## src/rtl/fwd_hazard_pkg.sv

```systemverilog
package fwd_hazard_pkg;
  typedef enum logic [1:0] {
    SEL_REGFILE = 2'b00,
    SEL_WB      = 2'b01,
    SEL_MEM     = 2'b10
  } fwd_sel_e;
endpackage

```

## src/rtl/fwd_operand_sel.sv

```systemverilog
module fwd_operand_sel
  import fwd_hazard_pkg::*;
#(
  parameter int AW = 5
) (
  input  logic [AW-1:0] src,
  input  logic [AW-1:0] mem_rd,
  input  logic          mem_we,
  input  logic [AW-1:0] wb_rd,
  input  logic          wb_we,
  output fwd_sel_e      sel
);
  logic mem_hit, wb_hit;

  always_comb begin
    mem_hit = mem_we && (mem_rd != '0) && (mem_rd == src);
    wb_hit  = wb_we  && (wb_rd  != '0) && (wb_rd  == src);
    // newest producer takes precedence
    if (mem_hit)     sel = SEL_MEM;
    else if (wb_hit) sel = SEL_WB;
    else             sel = SEL_REGFILE;
  end
endmodule

```

## src/rtl/load_use_detect.sv

```systemverilog
module load_use_detect #(
  parameter int AW    = 5,
  parameter int N_SRC = 2
) (
  input  logic [N_SRC-1:0][AW-1:0] dec_src,
  input  logic [AW-1:0]            ld_rd,
  input  logic                     ld_valid,
  output logic                     stall
);
  logic [N_SRC-1:0] hit;

  for (genvar g = 0; g < N_SRC; g++) begin : g_cmp
    assign hit[g] = (dec_src[g] == ld_rd);
  end

  assign stall = ld_valid && (ld_rd != '0) && (|hit);
endmodule

```

## src/rtl/fwd_hazard_unit.sv

```systemverilog
module fwd_hazard_unit
  import fwd_hazard_pkg::*;
#(
  parameter int AW = 5
) (
  input  logic [AW-1:0] ex_rs1,
  input  logic [AW-1:0] ex_rs2,
  input  logic [AW-1:0] id_rs1,
  input  logic [AW-1:0] id_rs2,
  input  logic [AW-1:0] ex_rd,
  input  logic          ex_load,
  input  logic [AW-1:0] mem_rd,
  input  logic          mem_we,
  input  logic [AW-1:0] wb_rd,
  input  logic          wb_we,
  output logic [1:0]    fwd_a,
  output logic [1:0]    fwd_b,
  output logic          pc_if_we,
  output logic          id_ex_bubble
);
  localparam int N_OPS = 2;

  logic [N_OPS-1:0][AW-1:0] ex_src;
  logic [N_OPS-1:0][AW-1:0] id_src;
  fwd_sel_e                 sel [N_OPS];
  logic                     lu_stall;

  assign ex_src = {ex_rs2, ex_rs1};
  assign id_src = {id_rs2, id_rs1};

  for (genvar g = 0; g < N_OPS; g++) begin : g_op
    fwd_operand_sel #(.AW(AW)) i_sel (
      .src    (ex_src[g]),
      .mem_rd (mem_rd),
      .mem_we (mem_we),
      .wb_rd  (wb_rd),
      .wb_we  (wb_we),
      .sel    (sel[g])
    );
  end

  load_use_detect #(.AW(AW), .N_SRC(N_OPS)) i_lu (
    .dec_src  (id_src),
    .ld_rd    (ex_rd),
    .ld_valid (ex_load),
    .stall    (lu_stall)
  );

  assign fwd_a        = sel[0];
  assign fwd_b        = sel[1];
  assign id_ex_bubble = lu_stall;
  assign pc_if_we     = ~lu_stall;
endmodule

```

## config.mk

```make
export PLATFORM = sky130hd
export DESIGN_NAME = fwd_hazard_unit
export DESIGN_NICKNAME = d
export VERILOG_FILES = /design/src/rtl/fwd_hazard_pkg.sv /design/src/rtl/fwd_operand_sel.sv /design/src/rtl/load_use_detect.sv /design/src/rtl/fwd_hazard_unit.sv
export SDC_FILE = /design/constraint.sdc
export NUM_CORES = 1
export LEC_CHECK = 0
export ABC_AREA = 1
export BUFFER_PORTS_ARGS = -buffer_cell sky130_fd_sc_hd__buf_2
export CORE_AREA = 2 2 39 41
export DETAILED_ROUTE_END_ITERATION = 10
export DIE_AREA = 0 0 41 43
export PLACE_DENSITY = 0.88
export SLEW_MARGIN = 20
export SYNTH_ARGS = -nofsm -noshare
export SYNTH_HDL_FRONTEND = slang
export SYNTH_SLANG_ARGS = --single-unit
```

## constraint.sdc

```tcl
create_clock -name vclk -period 1.05
set_input_delay 0.1575 -clock vclk [all_inputs]
set_output_delay 0.1575 -clock vclk [all_outputs]
set_load 0.03 [all_outputs]
```

# Word-level counts from Yosys, hierarchy flattened
# Cells that the tools add are included.
[classes] n_reduce_logical=12 n_lt_le_gt_ge=0 n_eq_ne=6 div=0 shift=0 bitwise=1 muxes=4 add_sub_neg=0 mul=0
[ops] cell="equality test 5 bit" n=6
[ops] cell="nonzero test 5 bit" n=3
[ops] cell="logical AND 1 bit" n=8
[ops] cell="two-way mux 2 bit" n=2
[ops] cell="two-way mux 1 bit" n=2
[ops] cell="OR reduction 2 bit" n=1
[ops] cell="inverter 1 bit" n=1
[totals] romBits=0 in_bits=38 regBits=0 out_inout_bits=6 mem_count=0 latchBits=0 word_cells=23 ram_bits=0

# Logic depth before layout (Yosys ltp)
[logic_depth] word_depth=5 depth_mapped=7 mapped_depth_nobuf=7

# Cells and area by module
# A second synthesis with hierarchy kept.
[hier_totals] hier_cells=148 hier_area_um2=641.9
[by_module_without_submodules] module="fwd_operand_sel" cells_each=51 area_per_inst_um2=221.5 seq_area_each_um2=0.0 instances=2
[by_module_without_submodules] module="load_use_detect" cells_each=45 area_per_inst_um2=195.2 seq_area_each_um2=0.0 instances=1
[by_module_without_submodules] module="fwd_hazard_unit" cells_each=1 area_per_inst_um2=3.8 seq_area_each_um2=0.0 instances=1

# Worst setup path after synthesis
# No wires, ideal clock.
[synth_path] path_type="input-to-output" startpoint="input port mem_rd[3]" endpoint="output port fwd_a[0]" n_path_buf=0 required_time_ns=0.892 slack_ns=-0.038 arrival_ns=0.931 stages=5 path_cell_list="inv_1 > nand3b_1 > o21ai_2 > nor2_2 > nor2_1"
[synth_between] elab_chain_len=4
[synth_rtl] item="start, declared" line_no="fwd_hazard_unit.sv:12" rtl="input logic [AW-1:0] mem_rd,"
[synth_rtl] item="nonzero test 5 bit" line_no="fwd_operand_sel.sv:16" rtl="mem_hit = mem_we && (mem_rd != '0) && (mem_rd == src);"
[synth_rtl] item="logical AND 1 bit" line_no="fwd_operand_sel.sv:16"
[synth_rtl] item="logical AND 1 bit (*)" line_no="fwd_operand_sel.sv:16"
[synth_rtl] item="net g_op[0].i_sel.mem_hit" line_no="fwd_operand_sel.sv:13" rtl="logic mem_hit, wb_hit;"
[synth_rtl] item="two-way mux 2 bit (*)" line_no="fwd_operand_sel.sv:19" rtl="if (mem_hit) sel = SEL_MEM;"
[synth_rtl] item="end, declared" line_no="fwd_hazard_unit.sv:16" rtl="output logic [1:0] fwd_a,"
# The timed path passes the listed nets; every way through them passes the cells marked *.

# Worst setup path in the final report
[layout_path] startpoint="input port ex_rd[2]" endpoint="output port pc_if_we"
[layout_between] elab_chain_len=4
[layout_rtl] item="start, declared" line_no="fwd_hazard_unit.sv:10" rtl="input logic [AW-1:0] ex_rd,"
[layout_rtl] item="equality test 5 bit or nonzero test 5 bit (tied branches)" line_no="load_use_detect.sv:13, load_use_detect.sv:16"
[layout_rtl] item="OR reduction 2 bit or logical AND 1 bit (tied branches)" line_no="load_use_detect.sv:16" rtl="assign stall = ld_valid && (ld_rd != '0) && (|hit);"
[layout_rtl] item="logical AND 1 bit (*)" line_no="load_use_detect.sv:16"
[layout_rtl] item="inverter 1 bit (*)" line_no="fwd_hazard_unit.sv:52" rtl="assign pc_if_we = ~lu_stall;"
[layout_rtl] item="end, declared" line_no="fwd_hazard_unit.sv:18" rtl="output logic pc_if_we,"
# Every way passes the cells marked *; elsewhere a longest branch is shown, timed or not.

==> results.py <==
metrics = {
    "floorplan": {
        "initial_core_util_pct": 43.4,
        "io_pins": 44,
        "die_area_um2": 1760,
        "dieWidth_um": 41,
        "die_h_um": 43,
        "coreArea_um2": 1380,
        "row_count": 14,
    },
    "worst_setup_path": {
        "cp_cell_sequence": "buf_6, xnor2_1, nand3_2, nand2_1, nand2_1, buf_6",
        "crit_slowest_cell": "xnor2_1",
        "required_ns": 0.89,
        "endpoint_kind": "primary output",
        "criticalPathCategory": "input port to primary output",
        "crit_arrival_ns": 0.96,
        "critical_path.max_stage_delay_ns": 0.24,
        "start_kind": "input port",
        "critPathMaxFanout": 4,
    },
    "placement": {
        "dpl_cell_area_um2": 846,
        "post-place-cells": 195,
        "hpwl_um": 1420,
        "io_buffers": 44,
        "place.gp.congestion": 0.684,
        "dp_worst_setup_slack_ns": -0.111,
    },
    "yosys": {
        "synth_cell_type_count": 15,
        "synthesis.area_um2": 601,
        "syn_nets": 173,
        "synth_cells": 135,
        "yosys_warnings": 0,
        "syn_avg_cell_area_um2": 4.45,
        "ys_seq_area_share_pct": 0,
    },
    "grt": {
        "grt_max_degree": 5,
        "grt_pass1_wl_um": 2860,
        "gr-total-overflow": 0,
        "grt_usage_pct": 22.1,
        "grt_pass1_vias": 846,
        "antenna_found_initial": 0,
    },
    "route": {
        "viasPerCell": 4.83,
        "ant_nets": 0,
        "totalWireLength_um": 2040,
        "first_iter_violations": 14,
        "drc": 0,
        "avgRoutedWirePerCell_um": 10.5,
        "first_pass_iters": 4,
        "num_vias": 941,
    },
    "timing": {
        "min_period_over_period_pct": 106,
        "tns_ns": -0.162,
        "worst_slack_ns": -0.0675,
        "max_freq_mhz": 895,
        "grt_setup_unrepaired": "yes",
        "relSlewSlack_pct": 83.0,
        "finalHoldViolCount": 0,
        "tightest_slew_ns": 0.253,
        "setup_viol": 4,
        "final_max_slew_viol_count": 0,
        "period_needed_ns": 1.12,
    },
    "run_status": {
        "status": "finished with violations",
        "violations": "setup timing",
    },
    "finish": {
        "design.seq.count": 0,
        "nClkBuffers": 0,
        "nNetsFinal": 219,
        "num_antenna_cells": 0,
        "final_area_um2": 1100,
        "fillCellCount": 98,
        "syn_to_final_growth_pct": 82.9,
        "instances_no_fill": 195,
        "layout_common_cells": "nand2_1, buf_6, buf_2, nor2_1, inv_1",
        "area.sequential_um2": 0,
        "layout_commonest_cell": "nand2_1",
        "final_util_pct": 79.4,
        "drive_gt1_share_pct": 45.3,
    },
    "run": {
        "cap_viol_max_count": 0,
    },
    "power": {
        "leakagePower_uw": 0.000661,
        "power.density_nw_per_um2": 378,
        "ir_drop_uv": 196,
    },
    "worst_hold_path": {
        "hold_class": "input port to primary output",
        "holdPathStages": 4,
        "hold_path.startpoint": "mem_we",
        "hold_end": "fwd_a[1]",
    },
    "clock_tree": {
        "post_cts_buffers": 0,
        "hold_buffers": 0,
    },
}
## how the worst max path moves through the flow
stage | start | end | slack, ns | cells after the start
CTS | id_rs2[0] | id_ex_bubble | -0.06 | 6
global route | ex_rd[2] | pc_if_we | -0.11 | 6
floorplan | ex_rd[0] | id_ex_bubble | 0.08 | 4
finish | ex_rd[2] | pc_if_we | -0.07 | 6
detailed placement | ex_rd[4] | id_ex_bubble | -0.11 | 8
global placement | ex_rd[4] | id_ex_bubble | -0.07 | 8
## cells by family after synthesis
logic type                synth area share (%)
and+or+nand+nor                           61.9
AOI/OAI and AO/OA                         2.92
xor gates and xnor gates                  14.6
buffers and inverters                     20.6
## critical path, delay by kind of cell
family                 cells  cell delay, ns
buffers and inverters      2            0.24
XOR/XNOR                   1            0.24
AND/OR/NAND/NOR            3            0.32
## report_power, final
part,switching [uW],leakage [uW],internal [uW],total (uW)
Clock,0,0,0,0
Combinational,199,0.000661,216,416
Sequential,0,0,0,0
Total,199,0.000661,216,416
## area by class of cell
type	instances	area, um^2	area share [%]
multi-input cells	104	522	47.5
repair buffers	46	438	39.9
inverters	29	119	10.8
well taps	16	20.0	1.82
## synth_stat cells (all sizes together)
cell type,n,area share [%]
nand4,1,1.0
xor2,5,7.3
buf,2,2.5
nor3,1,0.83
nor2,18,12
a21oi,1,1.5
xnor2,5,7.3
o21ai,1,1.5
nand3b,1,1.3
inv,29,18
nand3,9,7.5
nand2,62,39
## stage by stage
stage                     power [uW]  hold WS [ns]
after floorplan                  166         0.469
after global placement           290         0.688
after detailed placement         301         0.693
after CTS                        356         0.663
after global routing             450         0.704
final                            416         0.674
## routing by layer
layer  vias to the layer above  routed length [um]  GRT usage, %
met2                        46                1150          47.8
met5                         -                   0             0
li1                        479                   -             -
met3                         2                 141          3.14
met4                         0                  14          2.00
met1                       414                 735          18.7
## what timing repair did
action                                  CTS  global route
pin swaps                                21            34
endpoints found under the setup margin    6             6
gates resized for setup                  41            37
(Power assumes the default switching activity.)
